$ cat config.mk
export PLATFORM = sky130hd
export DESIGN_NAME = vspi_frame_master
export DESIGN_NICKNAME = d
export VERILOG_FILES = /design/src/rtl/vspi_pkg.sv /design/src/rtl/vspi_rst_sync.sv /design/src/rtl/vspi_halfper.sv /design/src/rtl/vspi_shift.sv /design/src/rtl/vspi_ctrl.sv /design/src/rtl/vspi_frame_master.sv
export SDC_FILE = /design/constraint.sdc
export NUM_CORES = 1
export LEC_CHECK = 0
export ABC_AREA = 1
export BUFFER_PORTS_ARGS = -buffer_cell sky130_fd_sc_hd__buf_2
export CORE_MARGIN = 5
export CORE_UTILIZATION = 51
export CTS_CLUSTER_DIAMETER = 30
export CTS_CLUSTER_SIZE = 14
export DETAILED_ROUTE_END_ITERATION = 6
export GPL_TIMING_DRIVEN = 0
export PLACE_DENSITY = 0.76
export SYNTH_ARGS = -nofsm -noshare
export SYNTH_HDL_FRONTEND = slang
export SYNTH_HIERARCHICAL = 1
export SYNTH_SLANG_ARGS = --single-unit
$ cat constraint.sdc
create_clock -name clk -period 1.45 [get_ports clk]
set_clock_uncertainty 0.05 [all_clocks]
set_input_delay 0.2175 -clock clk [delete_from_list [all_inputs] [get_ports clk]]
set_output_delay 0.2175 -clock clk [all_outputs]
set_load 0.01 [all_outputs]
$ cat src/rtl/vspi_pkg.sv
package vspi_pkg;

  typedef enum logic [2:0] {
    ST_IDLE  = 3'd0,
    ST_LOW   = 3'd1,
    ST_HIGH  = 3'd2,
    ST_FETCH = 3'd3,
    ST_TAIL  = 3'd4,
    ST_DONE  = 3'd5
  } vspi_state_e;

  localparam logic [7:0] VSPI_OP_READ  = 8'h83;
  localparam logic [7:0] VSPI_OP_WRITE = 8'h03;
  localparam logic [7:0] VSPI_ADDR     = 8'h00;

  function automatic logic [7:0] vspi_opcode(input logic is_write);
    return is_write ? VSPI_OP_WRITE : VSPI_OP_READ;
  endfunction

endpackage

$ cat src/rtl/vspi_rst_sync.sv
module vspi_rst_sync #(
  parameter int STAGES = 2
) (
  input  logic clk,
  input  logic rst_n,
  output logic rst_n_sync
);

  logic [STAGES-1:0] sync_q;

  always_ff @(posedge clk or negedge rst_n) begin
    if (!rst_n) sync_q <= '0;
    else        sync_q <= {sync_q[STAGES-2:0], 1'b1};
  end

  assign rst_n_sync = sync_q[STAGES-1];

endmodule

$ cat src/rtl/vspi_halfper.sv
module vspi_halfper #(
  parameter int HALF_DIV = 16
) (
  input  logic clk,
  input  logic rst_n,
  input  logic run,
  output logic tick
);

  localparam int CW = (HALF_DIV > 1) ? $clog2(HALF_DIV) : 1;
  localparam logic [CW-1:0] RELOAD = CW'(HALF_DIV - 1);

  logic [CW-1:0] cnt_q, cnt_d;

  always_comb begin
    tick  = run && (cnt_q == '0);
    cnt_d = cnt_q;
    if (!run || tick) cnt_d = RELOAD;
    else              cnt_d = cnt_q - 1'b1;
  end

  always_ff @(posedge clk or negedge rst_n) begin
    if (!rst_n) cnt_q <= RELOAD;
    else        cnt_q <= cnt_d;
  end

endmodule

$ cat src/rtl/vspi_shift.sv
module vspi_shift (
  input  logic       clk,
  input  logic       rst_n,
  input  logic       tx_load,
  input  logic [7:0] tx_byte,
  input  logic       tx_shift,
  input  logic       rx_shift,
  input  logic       miso,
  output logic       tx_msb,
  output logic [7:0] rx_byte
);

  logic [7:0] tx_q, tx_d;
  logic [7:0] rx_q, rx_d;

  always_comb begin
    tx_d = tx_q;
    if (tx_load)       tx_d = tx_byte;
    else if (tx_shift) tx_d = {tx_q[6:0], 1'b0};
    rx_d = rx_q;
    if (rx_shift)      rx_d = {rx_q[6:0], miso};
  end

  always_ff @(posedge clk or negedge rst_n) begin
    if (!rst_n) begin
      tx_q <= '0;
      rx_q <= '0;
    end else begin
      if (tx_load || tx_shift) tx_q <= tx_d;
      if (rx_shift)            rx_q <= rx_d;
    end
  end

  assign tx_msb  = tx_q[7];
  assign rx_byte = rx_q;

endmodule

$ cat src/rtl/vspi_ctrl.sv
module vspi_ctrl
  import vspi_pkg::*;
#(
  parameter int NUM_DATA = 27,
  parameter int IDX_W    = 5
) (
  input  logic             clk,
  input  logic             rst_n,
  input  logic             start,
  input  logic             start_write,
  input  logic             tick,
  input  logic             wr_valid,
  input  logic [7:0]       wr_data,
  input  logic [7:0]       rx_byte,
  output logic             run,
  output logic             tx_load,
  output logic [7:0]       tx_byte,
  output logic             tx_shift,
  output logic             rx_shift,
  output logic             sclk,
  output logic             cs_n,
  output logic             mosi_en,
  output logic             wr_ready,
  output logic             busy,
  output logic             done,
  output logic             rd_valid,
  output logic [7:0]       rd_data,
  output logic [IDX_W-1:0] rd_index
);

  localparam int FRAME_BYTES = NUM_DATA + 2;
  localparam int BW = $clog2(FRAME_BYTES);
  localparam logic [BW-1:0] LAST_BYTE  = BW'(FRAME_BYTES - 1);
  localparam logic [BW-1:0] FIRST_DATA = BW'(2);

  vspi_state_e state_q, state_d;
  logic [2:0]       bit_q, bit_d;
  logic [BW-1:0]    byte_q, byte_d;
  logic             wr_q, wr_d;
  logic             rdv_q, rdv_d;
  logic [7:0]       rdd_q, rdd_d;
  logic [IDX_W-1:0] rdi_q, rdi_d;

  always_comb begin
    state_d  = state_q;
    bit_d    = bit_q;
    byte_d   = byte_q;
    wr_d     = wr_q;
    rdv_d    = 1'b0;
    rdd_d    = rdd_q;
    rdi_d    = rdi_q;
    tx_load  = 1'b0;
    tx_byte  = 8'h00;
    tx_shift = 1'b0;
    rx_shift = 1'b0;
    unique case (state_q)
      ST_IDLE: begin
        if (start) begin
          wr_d    = start_write;
          bit_d   = '0;
          byte_d  = '0;
          tx_load = 1'b1;
          tx_byte = vspi_opcode(start_write);
          state_d = ST_LOW;
        end
      end
      ST_LOW: begin
        if (tick) begin
          rx_shift = 1'b1;
          state_d  = ST_HIGH;
        end
      end
      ST_HIGH: begin
        if (tick) begin
          if (bit_q != 3'd7) begin
            bit_d    = bit_q + 3'd1;
            tx_shift = 1'b1;
            state_d  = ST_LOW;
          end else begin
            bit_d = '0;
            if (!wr_q && (byte_q >= FIRST_DATA)) begin
              rdv_d = 1'b1;
              rdd_d = rx_byte;
              rdi_d = IDX_W'(byte_q - FIRST_DATA);
            end
            if (byte_q == LAST_BYTE) begin
              tx_load = 1'b1;
              tx_byte = 8'h00;
              state_d = ST_TAIL;
            end else begin
              byte_d  = byte_q + 1'b1;
              tx_load = 1'b1;
              if (byte_q == '0) begin
                tx_byte = VSPI_ADDR;
                state_d = ST_LOW;
              end else if (wr_q) begin
                tx_byte = 8'h00;
                state_d = ST_FETCH;
              end else begin
                tx_byte = 8'h00;
                state_d = ST_LOW;
              end
            end
          end
        end
      end
      ST_FETCH: begin
        if (wr_valid) begin
          tx_load = 1'b1;
          tx_byte = wr_data;
          state_d = ST_LOW;
        end
      end
      ST_TAIL: begin
        if (tick) state_d = ST_DONE;
      end
      ST_DONE: begin
        state_d = ST_IDLE;
      end
      default: state_d = ST_IDLE;
    endcase
  end

  always_ff @(posedge clk or negedge rst_n) begin
    if (!rst_n) begin
      state_q <= ST_IDLE;
      bit_q   <= '0;
      byte_q  <= '0;
      wr_q    <= 1'b0;
      rdv_q   <= 1'b0;
      rdd_q   <= '0;
      rdi_q   <= '0;
    end else begin
      state_q <= state_d;
      bit_q   <= bit_d;
      byte_q  <= byte_d;
      wr_q    <= wr_d;
      rdv_q   <= rdv_d;
      if (rdv_d) begin
        rdd_q <= rdd_d;
        rdi_q <= rdi_d;
      end
    end
  end

  assign run      = (state_q == ST_LOW) || (state_q == ST_HIGH) || (state_q == ST_TAIL);
  assign sclk     = (state_q == ST_HIGH);
  assign cs_n     = (state_q == ST_IDLE) || (state_q == ST_DONE);
  assign mosi_en  = (state_q == ST_LOW) || (state_q == ST_HIGH);
  assign wr_ready = (state_q == ST_FETCH);
  assign busy     = (state_q != ST_IDLE);
  assign done     = (state_q == ST_DONE);
  assign rd_valid = rdv_q;
  assign rd_data  = rdd_q;
  assign rd_index = rdi_q;

endmodule

$ cat src/rtl/vspi_frame_master.sv
module vspi_frame_master #(
  parameter  int HALF_DIV = 16,
  parameter  int NUM_DATA = 27,
  localparam int IDX_W    = $clog2(NUM_DATA)
) (
  input  logic             clk,
  input  logic             rst_n,
  input  logic             start,
  input  logic             start_write,
  input  logic [7:0]       wr_data,
  input  logic             wr_valid,
  output logic             wr_ready,
  output logic [7:0]       rd_data,
  output logic             rd_valid,
  output logic [IDX_W-1:0] rd_index,
  output logic             busy,
  output logic             done,
  output logic             sclk,
  output logic             cs_n,
  output logic             mosi,
  input  logic             miso
);

  logic       rst_n_i;
  logic       run, tick;
  logic       tx_load, tx_shift, rx_shift, tx_msb, mosi_en;
  logic [7:0] tx_byte, rx_byte;

  vspi_rst_sync #(.STAGES(2)) u_rst (
    .clk        (clk),
    .rst_n      (rst_n),
    .rst_n_sync (rst_n_i)
  );

  vspi_halfper #(.HALF_DIV(HALF_DIV)) u_div (
    .clk   (clk),
    .rst_n (rst_n_i),
    .run   (run),
    .tick  (tick)
  );

  vspi_shift u_sh (
    .clk      (clk),
    .rst_n    (rst_n_i),
    .tx_load  (tx_load),
    .tx_byte  (tx_byte),
    .tx_shift (tx_shift),
    .rx_shift (rx_shift),
    .miso     (miso),
    .tx_msb   (tx_msb),
    .rx_byte  (rx_byte)
  );

  vspi_ctrl #(.NUM_DATA(NUM_DATA), .IDX_W(IDX_W)) u_ctl (
    .clk         (clk),
    .rst_n       (rst_n_i),
    .start       (start),
    .start_write (start_write),
    .tick        (tick),
    .wr_valid    (wr_valid),
    .wr_data     (wr_data),
    .rx_byte     (rx_byte),
    .run         (run),
    .tx_load     (tx_load),
    .tx_byte     (tx_byte),
    .tx_shift    (tx_shift),
    .rx_shift    (rx_shift),
    .sclk        (sclk),
    .cs_n        (cs_n),
    .mosi_en     (mosi_en),
    .wr_ready    (wr_ready),
    .busy        (busy),
    .done        (done),
    .rd_valid    (rd_valid),
    .rd_data     (rd_data),
    .rd_index    (rd_index)
  );

  assign mosi = mosi_en & tx_msb;

endmodule

==> out/results.md, run 1 <==
| Group | Metric | Value |
| --- | --- | --- |
| synthesis | Area fraction of the dominant cell type after synthesis | 44.40% |
| synthesis | Number of enable-type register cells in the synthesized netlist | 0 |
| grt | GR Overflow Total | 0 |
| power and ir drop | PD cells | 1495 nW/µm² |
| power and ir drop | Logic gate share of total power | 44.6% |
| sta | Pin slew with the least headroom to its limit | 963.5 ps |
| hold path | Path type of the worst min-delay path | input port to register |
| synthesis | Cell taking the most area after synthesis | sky130_fd_sc_hd__dfrtp_1 |
| placed design | Placer's final routability congestion estimate | 0.7906 |
| synthesis | Yosys synthesis warning count | 6 |
| power and ir drop | Switching power as a share of total power | 40.22% |
| synthesis | Dominant cells by area after synthesis | sky130_fd_sc_hd__dfrtp_1 44%, sky130_fd_sc_hd__nand2_1 15%, sky130_fd_sc_hd__nand3_1 7.1%, sky130_fd_sc_hd__dfstp_2 4.2%, sky130_fd_sc_hd__inv_1 4.2% |
| grt | Overall Global Routing Usage | 18.08% |
| clock tree | CTS clk-pin slew, worst paths | 90 ps |
| critical path | Critical path destination | mosi |
| die | Y dimension of the die | 79.73 µm |
| clock tree | Clock tree from TritonCTS | yes |
| synthesis | Top FF cell, synth | sky130_fd_sc_hd__dfrtp_1 |
| sta | Setup repair after global routing missed its margin | yes |
| power and ir drop | Pwr Total | 4.651 mW |
| power and ir drop | Net load switching power | 1.871 mW |
| power and ir drop | Internal | 2.780 mW |
| critical path | Number of cells on the worst reg-to-reg path | 12 |
| placed design | Port Buf Inserts | 33 |
| die | I/O pin cnt | 34 |
| die | Cell Rows | 25 |
| die | Initial core utilization | 52.50% |
| synthesis | Cell area after synthesis | 2480 µm² |
| flow run | Max-cap violations | 0 |
| synthesis | Post-synthesis cell count | 304 |
| detailed routing | Total Routed Length | 5254 µm |
| power and ir drop | Relative contribution of the clock network to total power | 17.1% |
| placed design | HPWL after DPL | 3445 µm |
| clock tree | Maximum buffer depth of the clock tree | 2 |
| synthesis | Mean instance size in the synthesized netlist | 8.157 µm² |
| synthesis | Synthesized net count | 326 |
| power and ir drop | Reg power frac | 38.3% |
| detailed routing | Final routed DRC violation total | 0 |
| die | Die extent in x | 79.73 µm |
| critical path | Data required time of the critical path | 1180 ps |
| grt | Pin count of the biggest net entering global routing | 47 |
| grt | Via count of the first global-routing pass | 2061 |
| run status | Failing checks | negative setup slack |
| finish | Antenna Diode Count | 0 |
| finish | Number of fill cells | 381 |
| sta | Final hold slack | 80.97 ps |
| detailed routing | ANT nets after route | 0 |
| finish | Area grow syn2layout | 25.48% |
| detailed routing | Number of DRC violations after detailed-routing iteration 0 | 111 |
| power and ir drop | Worst IR Drop VDD | 1.022 mV |
| sta | Relative slew slack | 35.77% |
| finish | Number of nets in the final layout | 385 |
| clock tree | Clock buffers created by TritonCTS | 5 |
| grt | Initial antenna violation count | 0 |
| sta | F_max | 546.7 MHz |
| run status | Run status | complete, but fails checks |
| sta | Number of endpoints with negative hold slack in the final report | 0 |
| critical path | Capturing point of the worst reg2reg path | u_sh/tx_q[1] |
| placed design | Placed Instance Area | 2759 µm² |
| critical path | Nature of the critical path endpoint | output pin |
| synthesis | Sequential cell area fraction in the yosys report | 48.64% |
| sta | Final-report setup violation count | 47 |
| die | CORE AREA | 4723 µm² |
| synthesis | Yosys reg bits | 48 |
| clock tree | Count of clock tree sinks | 48 |
| critical path | Critical path launch point type | register |
| clock tree | Root Buffer | sky130_fd_sc_hd__clkbuf_8 |
| sta | Max-slew violation count | 0 |
| sta | Final critical-path share of the clock period | 126.1% |
| sta | Minimum clock period | 1829 ps |
| detailed routing | Total vias in the final route | 2120 |
| synthesis | Number of distinct library cells after synthesis | 32 |
| critical path | Startpoint of the worst-slack reg-to-reg timing path | u_ctl/state_q[2] |
| die | Die area | 6357 µm² |
| clock tree | CTS HTree Levels | 2 |
| detailed routing | Total iterations of the first detailed-routing run | 4 |
| critical path | CP max FO | 9 |
| detailed routing | Vias per Instance | 4.919 |
| clock tree | Clock insertion delay at the later pin of the skew report | 300 ps |
| power and ir drop | P_leak | 1.660 nW |
| synthesis | Post-synthesis async set-or-reset flop share | 100.0% |
| critical path | Setup CP Type | register to output pin |
| finish | Post-route cell area | 3112 µm² |
| grt | Wire length of the first global-routing pass | 9073 µm |
| detailed routing | Routed len/inst | 12.19 µm |
| finish | Layout cells sized above 1 | 31.87% |
| critical path | Worst-case register-to-register setup slack | -380 ps |
| critical path | Critical path launch point | u_ctl/state_q[2] |
| critical path | Arrival time of the worst setup path | 1560 ps |
| sta | Smallest setup slack after layout | -379.0 ps |
[routing by layer]
layer,share of wire [%],GRT usage [%],vias to the layer above,routed length [µm]
li1,-,-,1075,-
met1,43,22.21,983,2253
met2,50,31.22,52,2621
met3,5.4,3.837,10,285
met4,1.8,6.588,0,94
met5,0,0,-,0
[how the worst min path moves through the flow]
| stage | startpoint | endpoint | slack, ps | cells after the start |
|---|---|---|---|---|
| 6_report | miso | u_sh/rx_byte[0] | 80 | 3 |
| 3_3_place_gp | rst_n | u_rst/sync_q[0] | -50 | 1 |
| 5_1_grt | miso | u_sh/rx_byte[0] | 80 | 3 |
| 2_1_floorplan | rst_n | u_rst/sync_q[0] | -130 | 0 |
| 4_1_cts | miso | u_sh/rx_byte[0] | 70 | 3 |
| 3_5_place_dp | rst_n | u_rst/sync_q[0] | -50 | 1 |
[critical path, cell delays in order (launching register included)]
cell and delay, ps:
sky130_fd_sc_hd__dfrtp_2 450, sky130_fd_sc_hd__nor2_4 140, sky130_fd_sc_hd__nand2_2 80, sky130_fd_sc_hd__buf_8 130, sky130_fd_sc_hd__buf_4 160, sky130_fd_sc_hd__nand2_1 70
sky130_fd_sc_hd__nand2_1 60, sky130_fd_sc_hd__inv_1 50, sky130_fd_sc_hd__buf_2 120
[through the flow]
stage,setup TNS (ps),instances,util (%),worst slack (ps)
after floorplan,-12690,304,-,-374.6
after global placement,-19690,404,58.41,-541.5
after detailed placement,-21550,404,58.41,-603.2
after CTS,-15640,432,64.93,-411.9
after global routing,-18480,431,65.88,-473.1
final,-14330,431,65.88,-379.0
[registers in the layout (all words and copies together), names as in the netlist]
| signal | flops |
|---|---|
| u_ctl/wr_q | 1 |
| u_ctl/bit_q | 3 |
| u_ctl/byte_q | 5 |
| u_ctl/rd_index | 5 |
| u_sh/tx_q | 8 |
| u_ctl/rd_data | 8 |
| u_ctl/rd_valid | 1 |
| u_ctl/state_q | 3 |
| u_rst/sync_q | 2 |
| u_div/cnt_q | 4 |
| u_sh/rx_byte | 8 |
[synthesized netlist by cell type (2+ instances only)]
| master | count |
|---|---|
| sky130_fd_sc_hd__nand2_1 | 99 |
| sky130_fd_sc_hd__dfrtp_1 | 44 |
| sky130_fd_sc_hd__nand3_1 | 35 |
| sky130_fd_sc_hd__inv_1 | 28 |
| sky130_fd_sc_hd__nor2_1 | 28 |
| sky130_fd_sc_hd__o21ai_0 | 13 |
| sky130_fd_sc_hd__ha_1 | 8 |
| sky130_fd_sc_hd__a21oi_1 | 6 |
| sky130_fd_sc_hd__dfstp_2 | 4 |
| sky130_fd_sc_hd__nor2_4 | 4 |
| sky130_fd_sc_hd__buf_6 | 3 |
| sky130_fd_sc_hd__inv_2 | 3 |
| sky130_fd_sc_hd__nor2_2 | 3 |
| sky130_fd_sc_hd__o21ai_1 | 3 |
| sky130_fd_sc_hd__clkinv_2 | 2 |
| sky130_fd_sc_hd__nand2_2 | 2 |
| sky130_fd_sc_hd__o21ai_2 | 2 |
| sky130_fd_sc_hd__xnor2_1 | 2 |
| sky130_fd_sc_hd__xor2_1 | 2 |
[layout by cell type (no fill, tap or decap), drive strengths merged, types with 7 or more instances in the layout]
master  instances
a21oi           7
buf            55
clkbuf          8
dfrtp          44
ha              8
inv            31
nand2         102
nand3          36
nor2           37
o21ai          18
[area by class of cell]
class,instances,area (µm²),area share (%)
clock buffer,6,72.57,2.332
sequential,48,1211,38.92
tap,67,83.83,2.694
buffer,7,65.06,2.091
timing repair buffer,51,331.6,10.66
clock inverter,2,12.51,0.4021
multi-input combinational,217,1200,38.56
inverter,33,135.1,4.343
[logic make-up (layout without fill, tap and decap cells)]
logic type / Yosys count / after routing / synth area share [%]
compound gates: 28 / 28 / 6.458
buf+inv: 40 / 99 / 7.669
simple gates: 175 / 176 / 31.64
flops: 48 / 48 / 48.64
xor+xnor: 4 / 4 / 1.413
other cells: 1 / 1 / 0.1512
fa+ha+maj: 8 / 8 / 4.036
[power by group through the flow]
| stage | combinational (mW) | sequential, mW | clock, mW |
|---|---|---|---|
| finish | 2.07 | 1.78 | 0.797 |
| global placement | 1.44 | 1.79 | 0 |
| detailed placement | 1.50 | 1.80 | 0 |
| floorplan | 1.18 | 1.75 | 0 |
| CTS | 2.01 | 1.77 | 0.818 |
| global route | 2.31 | 1.82 | 0.851 |
[repair_timing]
item | 4_1_cts | 5_1_grt
gates cloned | 1 | 0
endpoints found under the hold margin | 2 | 0
pin swaps | 12 | 8
gates resized for setup | 17 | 14
hold buffers | 1 | 0
setup endpoints to repair | 47 | 51
buffers inserted | 18 | 2
Note: power is estimated with default switching activity, not from simulation.
==> run 2, diff against run 1 <==
- SETUP_SLACK_MARGIN: unset -> 0.4
==> out/results.md, run 2 (synthesis results as in run 1) <==
| Group | Metric | Value |
| --- | --- | --- |
| run status | Run status | complete, but fails checks |
| run status | Failing checks | negative setup slack |
| detailed routing | Final routed DRC violation total | 0 |
| sta | Final hold slack | 77.19 ps |
| sta | Final-report setup violation count | 50 |
| die | Die extent in x | 79.73 µm |
| sta | Number of endpoints with negative hold slack in the final report | 0 |
| power and ir drop | Worst IR Drop VDD | 0.9042 mV |
| finish | Layout cells sized above 1 | 35.79% |
| critical path | Number of cells on the worst reg-to-reg path | 12 |
| die | CORE AREA | 4723 µm² |
| finish | Final Non-Filler Cells | 447 |
| sta | Final critical-path share of the clock period | 127.8% |
| critical path | Data required time of the critical path | 1580 ps |
| sta | Total negative slack for setup checks | -14500 ps |
| grt | GR Overflow Total | 0 |
| detailed routing | ANT nets after route | 0 |
| sta | Relative slew slack | 59.28% |
| grt | Via count of the first global-routing pass | 2140 |
| die | Y dimension of the die | 79.73 µm |
| sta | Max-slew violation count | 0 |
| critical path | Startpoint of the worst-slack reg-to-reg timing path | u_ctl/state_q[2] |
| detailed routing | Total vias in the final route | 2216 |
| placed design | Number of instances in the placed design | 404 |
| placed design | HPWL after DPL | 3384 µm |
| finish | Most frequent cells in the layout | 93 x sky130_fd_sc_hd__nand2_1, 40 x sky130_fd_sc_hd__dfrtp_1, 29 x sky130_fd_sc_hd__nand3_1 |
| sta | Smallest setup slack after layout | -403.6 ps |
| detailed routing | Number of DRC violations after detailed-routing iteration 0 | 153 |
| hold path | Worst Hold Path Cells | 3 |
| finish | Area grow syn2layout | 35.12% |
| detailed routing | Total Routed Length | 5615 µm |
| grt | Pin count of the biggest net entering global routing | 47 |
| hold path | Path type of the worst min-delay path | input port to register |
| clock tree | Root Buffer | sky130_fd_sc_hd__clkbuf_8 |
| critical path | Critical path launch point type | register |
| power and ir drop | PD cells | 1500 nW/µm² |
| finish | Number of fill cells | 360 |
| grt | Overall Global Routing Usage | 18.70% |
| finish | Most common cell after layout, fill and taps aside | sky130_fd_sc_hd__nand2_1 |
| critical path | Arrival time of the worst setup path | 1990 ps |
| critical path | Capturing point of the worst reg2reg path | u_sh/tx_q[7] |
| detailed routing | Routed len/inst | 12.56 µm |
| clock tree | Clock tree from TritonCTS | yes |
| die | Die area | 6357 µm² |
| finish | Antenna Diode Count | 0 |
| critical path | Setup CP Type | register to register |
| die | Cell Rows | 25 |
| critical path | Worst-case register-to-register setup slack | -400 ps |
| clock tree | Count of clock tree sinks | 48 |
| sta | F_max | 539.5 MHz |
| clock tree | CTS HTree Levels | 2 |
| grt | Wire length of the first global-routing pass | 9535 µm |
| hold path | Worst hold path endpoint | u_sh/rx_byte[0] |
| detailed routing | Vias per Instance | 4.957 |
| sta | Setup repair after global routing missed its margin | yes |
| clock tree | Clock buffers created by TritonCTS | 5 |
| critical path | Nature of the critical path endpoint | register |
| detailed routing | Total iterations of the first detailed-routing run | 4 |
| flow run | Max-cap violations | 0 |
| clock tree | CTS clk-pin slew, worst paths | 100 ps |
| clock tree | Clock insertion delay at the later pin of the skew report | 300 ps |
| placed design | Placer's final routability congestion estimate | 0.8008 |
| sta | Minimum clock period | 1854 ps |
| grt | Initial antenna violation count | 0 |
| hold path | Startpoint of the tightest hold check path | miso |
| power and ir drop | Pwr Total | 5.025 mW |
| power and ir drop | P_leak | 1.786 nW |
| die | I/O pin cnt | 34 |
| finish | Final standard cell utilization of the core | 70.94% |
| clock tree | Maximum buffer depth of the clock tree | 2 |
| critical path | CP max FO | 7 |
| finish | Number of nets in the final layout | 401 |
| sta | Pin slew with the least headroom to its limit | 610.8 ps |
| placed design | Port Buf Inserts | 33 |
| die | Initial core utilization | 52.50% |
## run 2: cell count changes in the layout (fill, tap and decap cells not counted), moves of 2 or more
cell                      previous run  this run
sky130_fd_sc_hd__buf_4              16        27
sky130_fd_sc_hd__buf_6               6        14
sky130_fd_sc_hd__buf_2              31        27
sky130_fd_sc_hd__nor2_1             24        22
sky130_fd_sc_hd__o21ai_2             4         2
## run 2: timing repair
action	4_1_cts	5_1_grt
setup buffers	23	10
resized for setup	20	21
endpoints found under the setup margin	108	66
cloned	1	0
pin swaps	8	13
hold buffers	1	0
hold endpoints to repair	2	0
## run 2: layout make-up
type                    instances  area (µm²)  share of cell area, %
multi-input cells             217        1231                  36.74
flip-flops and latches         48        1214                  36.22
repair buffers                 67       500.5                  14.94
inverters                      33       137.6                  4.108
well taps                      67       83.83                  2.502
clock buffers                   5       68.82                  2.054
plain buffers                   7       68.82                  2.054
clock inverters                 3       46.29                  1.382
## run 2: worst max-delay path by stage
stage               slack, ps        startpoint                end  cells after the start
floorplan                -370  u_ctl/state_q[2]       u_sh/tx_q[1]                     12
global placement         -530  u_ctl/state_q[2]    u_sh/rx_byte[3]                     10
detailed placement       -560  u_ctl/state_q[2]   u_ctl/rd_data[3]                     12
CTS                      -420  u_ctl/state_q[0]       u_sh/tx_q[2]                     12
global route             -500  u_ctl/state_q[2]  u_ctl/rd_index[1]                     12
finish                   -400  u_ctl/state_q[2]       u_sh/tx_q[7]                     12
## run 2: where the power goes
| group | internal [mW] | switching [mW] | leakage, nW | total (mW) |
|---|---|---|---|---|
| logic | 0.998 | 1.25 | 1.12 | 2.24 |
| clock network | 0.520 | 0.475 | 0.0548 | 0.995 |
| registers | 1.57 | 0.218 | 0.608 | 1.79 |
| total | 3.09 | 1.94 | 1.79 | 5.03 |
## run 2: through the flow
step	setup slack [ps]	area, µm²
after floorplan	-367.4	2527
after global placement	-534.0	2776
after detailed placement	-561.8	2776
after CTS	-415.2	3187
after global routing	-502.7	3351
final	-403.6	3351
## run 2: routing by layer
metal | wire length, µm | global-route usage (%) | vias up | part of all wire, %
li1 | - | - | 1105 | -
met1 | 2415 | 23.94 | 1050 | 43
met2 | 2895 | 31.89 | 55 | 52
met3 | 246 | 3.837 | 6 | 4.4
met4 | 57 | 5.574 | 0 | 1.0
met5 | 0 | 0 | - | 0
## run 2: worst max-delay path, cell delays in order, from the launching register on
cell                       delay [ps]
sky130_fd_sc_hd__dfrtp_2          460
sky130_fd_sc_hd__nor2_4           130
sky130_fd_sc_hd__nand2_2           70
sky130_fd_sc_hd__buf_8            120
sky130_fd_sc_hd__nand3_2           60
sky130_fd_sc_hd__inv_2             50
sky130_fd_sc_hd__nor2_4           110
sky130_fd_sc_hd__nand2_2           80
sky130_fd_sc_hd__o211ai_1         190
sky130_fd_sc_hd__buf_6            200
sky130_fd_sc_hd__inv_6             60
sky130_fd_sc_hd__nand3_1           70
sky130_fd_sc_hd__nand3_1           70
